[config.mk]
export PLATFORM = sky130hd
export DESIGN_NAME = rob_ff_top
export DESIGN_NICKNAME = d
export VERILOG_FILES = /design/src/rtl/rob_pkg.sv /design/src/rtl/arch_regs.sv /design/src/rtl/spec_regs.sv /design/src/rtl/rob_queue.sv /design/src/rtl/rob_ff_top.sv
export SDC_FILE = /design/constraint.sdc
export NUM_CORES = 2
export LEC_CHECK = 0
export ABC_AREA = 1
export BUFFER_PORTS_ARGS = -buffer_cell sky130_fd_sc_hd__buf_2
export CAP_MARGIN = 20
export CORE_ASPECT_RATIO = 1.25
export CORE_MARGIN = 2
export CORE_UTILIZATION = 26
export DETAILED_ROUTE_END_ITERATION = 8
export GPL_ROUTABILITY_DRIVEN = 0
export HOLD_SLACK_MARGIN = 0.03
export PLACE_DENSITY_LB_ADDON = 0.08
export REMOVE_ABC_BUFFERS = 1
export SLEW_MARGIN = 20
export SYNTH_ARGS = -nofsm -noshare
export SYNTH_HDL_FRONTEND = slang
export SYNTH_SLANG_ARGS = --single-unit
[constraint.sdc]
create_clock -name clk -period 3.27 [get_ports clk]
set_clock_uncertainty 0.05 [all_clocks]
set_input_delay 0.4905 -clock clk [delete_from_list [all_inputs] [get_ports clk]]
set_output_delay 0.4905 -clock clk [all_outputs]
set_load 0.03 [all_outputs]
[src/rtl/rob_pkg.sv]
package rob_pkg;
    localparam int DW    = 32;
    localparam int NREG  = 8;
    localparam int DEPTH = 8;
    localparam int NB    = 2;
    localparam int RW    = $clog2(NREG);
    localparam int TW    = $clog2(DEPTH);
    localparam int CW    = $clog2(DEPTH + 1);

    typedef enum logic {OP_ADD = 1'b0, OP_MUL = 1'b1} op_e;

    typedef struct packed {
        logic          valid;
        logic [TW-1:0] tag;
        op_e           op;
        logic [RW-1:0] rd;
        logic [DW-1:0] value;
        logic          ready;
        logic          excp;
    } rob_ent_t;

    typedef struct packed {
        logic          valid;
        logic [TW-1:0] tag;
        logic [DW-1:0] data;
    } ff_ent_t;

    typedef struct packed {
        logic          valid;
        logic [TW-1:0] tag;
        logic [DW-1:0] data;
        logic          excp;
    } bcast_t;

    function automatic logic [TW-1:0] tag_inc(input logic [TW-1:0] t);
        return (t == TW'(DEPTH - 1)) ? '0 : t + 1'b1;
    endfunction
endpackage

[src/rtl/arch_regs.sv]
module arch_regs
    import rob_pkg::*;
(
    input  logic          clk,
    input  logic          rst,
    input  logic          wr_en,
    input  logic [RW-1:0] wr_rd,
    input  logic [DW-1:0] wr_data,
    output logic [DW-1:0] vals [NREG]
);
    always_ff @(posedge clk) begin
        if (rst) begin
            for (int r = 0; r < NREG; r++) vals[r] <= '0;
        end else if (wr_en) begin
            vals[wr_rd] <= wr_data;
        end
    end
endmodule

[src/rtl/spec_regs.sv]
module spec_regs
    import rob_pkg::*;
(
    input  logic          clk,
    input  logic          rst,
    input  logic          flush,
    input  logic          rename,
    input  logic [RW-1:0] rn_rd,
    input  logic [TW-1:0] rn_tag,
    input  bcast_t        bc [NB],
    input  logic [DW-1:0] arch_vals [NREG],
    output ff_ent_t       slots [NREG]
);
    always_ff @(posedge clk) begin
        if (rst) begin
            for (int r = 0; r < NREG; r++) slots[r] <= '{valid: 1'b1, tag: '0, data: '0};
        end else if (flush) begin
            for (int r = 0; r < NREG; r++) slots[r] <= '{valid: 1'b1, tag: '0, data: arch_vals[r]};
        end else begin
            for (int r = 0; r < NREG; r++) begin
                for (int b = 0; b < NB; b++) begin
                    if (bc[b].valid && !slots[r].valid && slots[r].tag == bc[b].tag) begin
                        slots[r].valid <= 1'b1;
                        slots[r].data  <= bc[b].data;
                    end
                end
                // a younger rename overrides any broadcast in the same cycle
                if (rename && rn_rd == RW'(r)) begin
                    slots[r].valid <= 1'b0;
                    slots[r].tag   <= rn_tag;
                end
            end
        end
    end

    for (genvar r = 0; r < NREG; r++) begin : g_chk
        a_r3_rename_waits: assert property (@(posedge clk) disable iff (rst)
            (rename && !flush && rn_rd == RW'(r)) |=> (!slots[r].valid && slots[r].tag == $past(rn_tag)));
        a_r6_reload_valid: assert property (@(posedge clk) disable iff (rst)
            flush |=> slots[r].valid);
    end
endmodule

[src/rtl/rob_queue.sv]
module rob_queue
    import rob_pkg::*;
(
    input  logic          clk,
    input  logic          rst,
    input  logic          alloc_fire,
    input  op_e           alloc_op,
    input  logic [RW-1:0] alloc_rd,
    input  bcast_t        bc [NB],
    input  logic          retire,
    input  logic          flush,
    output logic [TW-1:0] tail,
    output logic [CW-1:0] count,
    output rob_ent_t      head_ent
);
    rob_ent_t      ents [DEPTH];
    logic [TW-1:0] head;

    assign head_ent = ents[head];

    always_ff @(posedge clk) begin
        if (rst || flush) begin
            for (int i = 0; i < DEPTH; i++) ents[i] <= '0;
            head  <= '0;
            tail  <= '0;
            count <= '0;
        end else begin
            for (int b = 0; b < NB; b++) begin
                if (bc[b].valid && ents[bc[b].tag].valid && !ents[bc[b].tag].ready) begin
                    ents[bc[b].tag].value <= bc[b].data;
                    ents[bc[b].tag].ready <= 1'b1;
                    ents[bc[b].tag].excp  <= bc[b].excp || (ents[bc[b].tag].op == OP_MUL);
                end
            end
            if (retire) begin
                ents[head].valid <= 1'b0;
                head <= tag_inc(head);
            end
            if (alloc_fire) begin
                ents[tail] <= '{valid: 1'b1, tag: tail, op: alloc_op, rd: alloc_rd,
                               value: '0, ready: 1'b0, excp: 1'b0};
                tail <= tag_inc(tail);
            end
            count <= count + CW'(alloc_fire) - CW'(retire);
        end
    end

    a_r9_count_bound: assert property (@(posedge clk) disable iff (rst)
        count <= CW'(DEPTH));
    a_r2_alloc_slot: assert property (@(posedge clk) disable iff (rst)
        (alloc_fire && !flush) |=> (ents[$past(tail)].valid && !ents[$past(tail)].ready));
    a_r5_head_step: assert property (@(posedge clk) disable iff (rst)
        (retire && !flush) |=> head == tag_inc($past(head)));
    a_r6_flush_empty: assert property (@(posedge clk) disable iff (rst)
        flush |=> (count == '0 && tail == '0));
endmodule

[src/rtl/rob_ff_top.sv]
module rob_ff_top
    import rob_pkg::*;
(
    input  logic             clk,
    input  logic             rst,
    input  logic             alloc_valid,
    input  logic             alloc_op,
    input  logic [RW-1:0]    alloc_rd,
    output logic             alloc_ready,
    output logic [TW-1:0]    alloc_tag,
    input  logic [NB-1:0]    bc_valid,
    input  logic [NB*TW-1:0] bc_tag,
    input  logic [NB*DW-1:0] bc_data,
    input  logic [NB-1:0]    bc_excp,
    output logic             retire_valid,
    output logic [RW-1:0]    retire_rd,
    output logic [DW-1:0]    retire_data,
    output logic             flush,
    input  logic [RW-1:0]    rd_sel,
    output logic             ff_valid,
    output logic [TW-1:0]    ff_tag,
    output logic [DW-1:0]    ff_data,
    output logic [DW-1:0]    arch_data
);
    bcast_t        bc [NB];
    rob_ent_t      head_ent;
    logic [CW-1:0] count;
    logic          alloc_fire;
    logic [DW-1:0] arch_vals [NREG];
    ff_ent_t       slots [NREG];

    for (genvar b = 0; b < NB; b++) begin : g_bc
        assign bc[b] = '{valid: bc_valid[b], tag: bc_tag[b*TW +: TW],
                         data: bc_data[b*DW +: DW], excp: bc_excp[b]};
    end

    assign flush        = head_ent.valid && head_ent.ready && head_ent.excp;
    assign retire_valid = head_ent.valid && head_ent.ready && !head_ent.excp;
    assign retire_rd    = head_ent.rd;
    assign retire_data  = head_ent.value;
    assign alloc_ready  = (count != CW'(DEPTH)) && !flush;
    assign alloc_fire   = alloc_valid && alloc_ready;

    rob_queue u_queue (
        .clk(clk), .rst(rst), .alloc_fire(alloc_fire), .alloc_op(op_e'(alloc_op)),
        .alloc_rd(alloc_rd), .bc(bc), .retire(retire_valid), .flush(flush),
        .tail(alloc_tag), .count(count), .head_ent(head_ent)
    );

    spec_regs u_spec (
        .clk(clk), .rst(rst), .flush(flush), .rename(alloc_fire), .rn_rd(alloc_rd),
        .rn_tag(alloc_tag), .bc(bc), .arch_vals(arch_vals), .slots(slots)
    );

    arch_regs u_arch (
        .clk(clk), .rst(rst), .wr_en(retire_valid), .wr_rd(retire_rd),
        .wr_data(retire_data), .vals(arch_vals)
    );

    assign ff_valid  = slots[rd_sel].valid;
    assign ff_tag    = slots[rd_sel].tag;
    assign ff_data   = slots[rd_sel].data;
    assign arch_data = arch_vals[rd_sel];

    a_r6_no_retire_on_flush: assert property (@(posedge clk) disable iff (rst)
        flush |=> !retire_valid);
endmodule

== After elaboration in Yosys (flattened, before gate mapping) ==
Memory sizes are Yosys's and may differ from the RTL's. A register that Yosys moved wholly into a read port is not among the register bits.
Cells that the tools add are included.

* $add $sub $neg: 4
* Order comparisons: 3
* Equality and inequality tests: 26
* Muxes and demuxes: 80
* Bitwise gates (word level): 2
* Reduce and logical (&&, ||, !) cells: 87

{| class="wikitable"
|+ Operators with widths
! operator !! count
|-
| $mux 32 || 19
|-
| $mux 284 || 1
|-
| $bwmux 256 || 1
|-
| $mux 42 || 4
|-
| $reduce_or 42->1 || 4
|-
| $bmux 36 s3 || 1
|-
| $bmux 32 s3 || 1
|-
| $demux 32 s3 || 1
|-
| $mux 36 || 2
|-
| $logic_and 1x1->1 || 50
|-
| $eq 3x3->1 || 16
|-
| $reduce_bool 3->1 || 16
|-
| $mux 4 || 8
|-
| $mux 1 || 31
|-
| $mux 3 || 8
|-
| $eq 3x3->1 const B || 6
|-
| $logic_not 1->1 || 12
|-
| $ge 4x4->1 const B || 2
|-
| $not 3->4 || 2
|-
| $add 3x1->3 const B || 2
|-
| $eq 3x2->1 const B || 2
|-
| $mux 2 || 3
|-
| $add 4x1->4 || 1
|-
| $lt 4x1->1 const B || 1
|-
| 6 further kinds || 8
|}

* Register bits: 554
* RAM bits: 336
* Bits of input ports: 84
* Output and inout port bits: 109
* Word-level logic and storage cells: 238
* Memories kept: 1

{| class="wikitable"
|+ Memories
! memory !! depth !! width !! rd ports !! clocked after Yosys merged registers in !! wr ports !! line !! text
|-
| u_queue.ents || 8 || 42 || 3 || 1 || 8 || rob_queue.sv:16 || <nowiki>rob_ent_t ents [DEPTH];</nowiki>
|}

== Logic depth before layout (Yosys ltp) ==
* Word-level depth: 10
* Depth in mapped cells: 18
* Mapped depth without buffers: 15

== Modules after synthesis ==
Synthesis repeated with hierarchy kept, for this count alone.

* Cells, all modules: 9925
* Area, all modules: 56934.6 um2

{| class="wikitable"
|+ By module, submodules not included
! module !! times used !! cells each !! area an instance (um2) !! sequential area each (um2)
|-
| rob_queue || 1 || 3469 || 21973.6 || 7547.2
|-
| spec_regs || 1 || 3203 || 17518.1 || 5765.5
|-
| arch_regs || 1 || 1437 || 10161.0 || 5124.9
|-
| rob_ff_top || 1 || 1816 || 7282.0 || 0.0
|}

== Worst setup path after synthesis ==
OpenSTA, ideal clock, no wires.

* Path type: register to register
* Start: register with a tool-made name
* End: register u_queue.count[2]
* Library setup time: 0.117 ns
* Arrival: 2.560 ns
* Required time: 3.103 ns
* Slack: 0.543 ns
* Stages on the path, launching flop included: 18
* Buffers on the path: 5
* Path through: dfxtp_1 -> inv_2 -> buf_2 -> nand3_1 -> nand3_1 -> nand3_1 -> nand2_2 -> nand2_2 -> buf_4 -> buf_2 -> buf_2 -> buf_2 -> and3_1 -> ha_1 -> inv_1 -> fa_1 -> xor2_1 -> nor2_1

{| class="wikitable"
|+ RTL lines
! element !! line !! text
|-
| end signal, assigned || rob_queue.sv:44 || <nowiki>count <= count + CW'(alloc_fire) - CW'(retire);</nowiki>
|-
| end, declared || rob_queue.sv:13 || <nowiki>output logic [CW-1:0] count,</nowiki>
|}

==> flow_metrics.py <==
metrics = {
    "sta": {
        "setup-violations-final": 0,
        "tightestPinTransition_ns": 1.18,
        "timing.final.max_slew_violations": 0,
        "timing.final.ws_setup_ns": 0.0101,
        "fin_crit_ns": 3.26,
        "fin_crit_sh_pct": 99.7,
        "whs_ns": 0.102,
        "max_clock_freq_mhz": 307,
        "rsz0062_at_grt": "yes",
        "maxSlewHeadroom_pct": 21.2,
        "hold_viol_final": 0,
    },
    "yosys": {
        "synth.avg_cell_area_um2": 6.42,
        "ys_ff_latch": 869,
        "syn_area_um2": 49400,
        "synth_xor_area_share_pct": 0.337,
        "synth_top_area_share_pct": 33.9,
        "synthCells": 7694,
        "muxShareOfSynthArea_pct": 0,
        "synth_largest_area_cell": "dfxtp_1",
        "synth_top_family_by_area": "simple AND/OR/NAND/NOR gates",
        "synth_compound_area_share_pct": 23.0,
        "synth_ff_type": "dfxtp_1",
        "async_reset_ff_share_pct": 0,
        "synthSimpleGateAreaFrac_pct": 29.1,
        "yosysWarningCount": 0,
        "synth_edf_count": 32,
        "ys_top_cells_by_area": "dfxtp_1, o21ai_0, nand2_1, nand3_1, nor2_1",
        "synth_fa_ha_area_share_pct": 0.269,
        "yosysUniqueCellTypes": 50,
        "seq_area_frac_synth_pct": 35.9,
    },
    "finish": {
        "finish.net_count": 7812,
        "drive_gt1_share_pct": 11.9,
        "final-instance-count-excl-fill": 10300,
        "area_growth_pct": 19.7,
        "layout_common_cells": "nand2_1, o21ai_0, nor2_1, dfxtp_1, nand3_1",
        "layout_commonest_cell": "nand2_1",
    },
    "die": {
        "start_util_pct": 26.2,
        "dieArea_um2": 193000,
        "row_count": 178,
        "core_um2": 188000,
        "io_pins": 193,
        "die_w_um": 394,
        "die_h_um": 491,
    },
    "job": {
        "cap_violations": 0,
    },
    "place": {
        "portBuffers": 192,
        "hpwl_um": 189000,
        "dp_cells": 10100,
        "place_ws_ns": 0.198,
    },
    "critical_path": {
        "worstSetupStartpointType": "flop",
        "critical_path_class": "reg2out",
        "cp_data_arrival_time_ns": 2.72,
        "required_ns": 2.73,
        "cp_max_fo": 19,
        "end_kind": "output port",
    },
    "drt": {
        "first_pass_iters": 5,
        "drc": 0,
        "drt_iter0_markers": 5674,
        "wl_um": 289000,
        "routedWlPerCell_um": 28.0,
        "drtAntennaViolNets": 0,
        "dr_total_vias": 55900,
        "via_per_inst": 5.42,
    },
    "cts": {
        "cts-hold-fix-buffers": 0,
        "ctsHtreeMaxLevel": 3,
        "insertion_delay_ns": 0.76,
        "numCtsBuffers": 109,
        "clockBufferDepth": 3,
        "cts_sinks": 869,
        "cts_tree": "done",
        "root_buffer": "clkbuf_16",
        "clkTransAtPathRegs_ns": 0.07,
    },
    "global_route": {
        "grt_overflow_total": 0,
        "grt_pass1_vias": 52900,
        "grt_start_max_net_pins": 204,
        "grt_pass1_wl_um": 406000,
        "gr-usage-all-layers_pct": 28.7,
        "grt_antenna_before_repair": 6,
    },
    "power": {
        "p_total_uw": 27700,
        "p_leak_uw": 0.0249,
        "peakVddDrop_mv": 0.378,
        "powerDensity_nw_per_um2": 469,
    },
    "min_path": {
        "worst_hold_path_type": "in2reg",
    },
    "run_status": {
        "status": "completed",
    },
}
==> worst max-delay path, stage by stage, from the launching register on <==
cell,delay [ns]
dfxtp_4,0.44
inv_12,0.09
buf_16,0.18
bufbuf_16,0.32
a21oi_4,0.17
o21ai_0,0.11
nand2_1,0.07
nor2_1,0.06
a31oi_4,0.31
buf_6,0.18
==> metal layers <==
layer  routed length [um]  GRT usage (%)  vias to the layer above
met3                19100           4.28                      593
met2               132000           46.8                     2323
met1               122000           36.7                    27200
met4                16500           15.0                        6
met5                   30              0                        -
li1                     -              -                    25800
==> cells by family after synthesis <==
| logic type | Yosys count |
|---|---|
| adders and majority gates | 10 |
| buffers and inverters | 1390 |
| xor gates and xnor gates | 19 |
| DFF | 869 |
| and+or+nand+nor | 3341 |
| AOI/OAI and AO/OA | 2065 |
==> synthesized netlist by cell type (all sizes together), types with 50 or more instances <==
cell,n
a211oi,161
a21oi,474
a31oi,97
buf,295
clkbuf,400
dfxtp,837
inv,667
nand2,1307
nand3,790
nand4,195
nor2,984
nor3,50
o211ai,106
o21ai,1178
==> per-stage QoR <==
step	util [%]	TNS, ns	cell area [um^2]
5_1_grt	31.4	-0.0475	59100
2_1_floorplan	-	-6431.99	46400
4_1_cts	31.3	0	59000
3_5_place_dp	29.0	0	54600
6_report	31.4	0	59100
3_3_place_gp	29.0	0	54600
==> where the power goes <==
| group | internal (uW) | total, uW | switching (uW) |
|---|---|---|---|
| logic | 956 | 3610 | 2660 |
| clock network | 7620 | 13100 | 5460 |
| registers | 10900 | 11000 | 131 |
==> layout make-up <==
| class | instances | area, um^2 |
|---|---|---|
| repair inverters | 1 | 8.76 |
| clock inverters | 43 | 503 |
| repair buffers | 607 | 5340 |
| fillers | 21100 | 129000 |
| inverters | 695 | 2660 |
| well taps | 2520 | 3150 |
| diodes | 3 | 7.51 |
| flip-flops and latches | 869 | 17700 |
| clock buffers | 154 | 3230 |
| multi-input cells | 5435 | 26500 |
==> flip-flops by register name (all words and copies together), names as in the netlist, named ones only <==
signal         flops
u_queue.head       3
u_queue.tail       3
u_queue.ents     312
u_spec.slots     288
u_arch.vals      256
u_queue.count      4
==> worst paths after layout <==
kind                            cells past startpoint                          endpoint                              from  slack (ns)
worst max-delay path                                9                   retire_data[23]                              flop        0.01
worst min-delay path                                3    u_spec.slots[253]$_SDFFE_PP0P_                       bc_data[33]        0.10
worst max register to register                     12  u_queue.ents[6][13]$_SDFFE_PP0P_                              flop        0.10
worst min register to register                      2  u_queue.ents[0][14]$_SDFFE_PP0P_  u_queue.ents[0][14]$_SDFFE_PP0P_        0.40
==> timing repair <==
item | 4_1_cts | 5_1_grt
gates resized for setup | 56 | 27
pin swaps | 6 | 2
gates cloned | 10 | 1
endpoints found under the setup margin | 33 | 19
buffers inserted | 9 | 2
No activity file was read; power rests on OpenSTA's default activity.
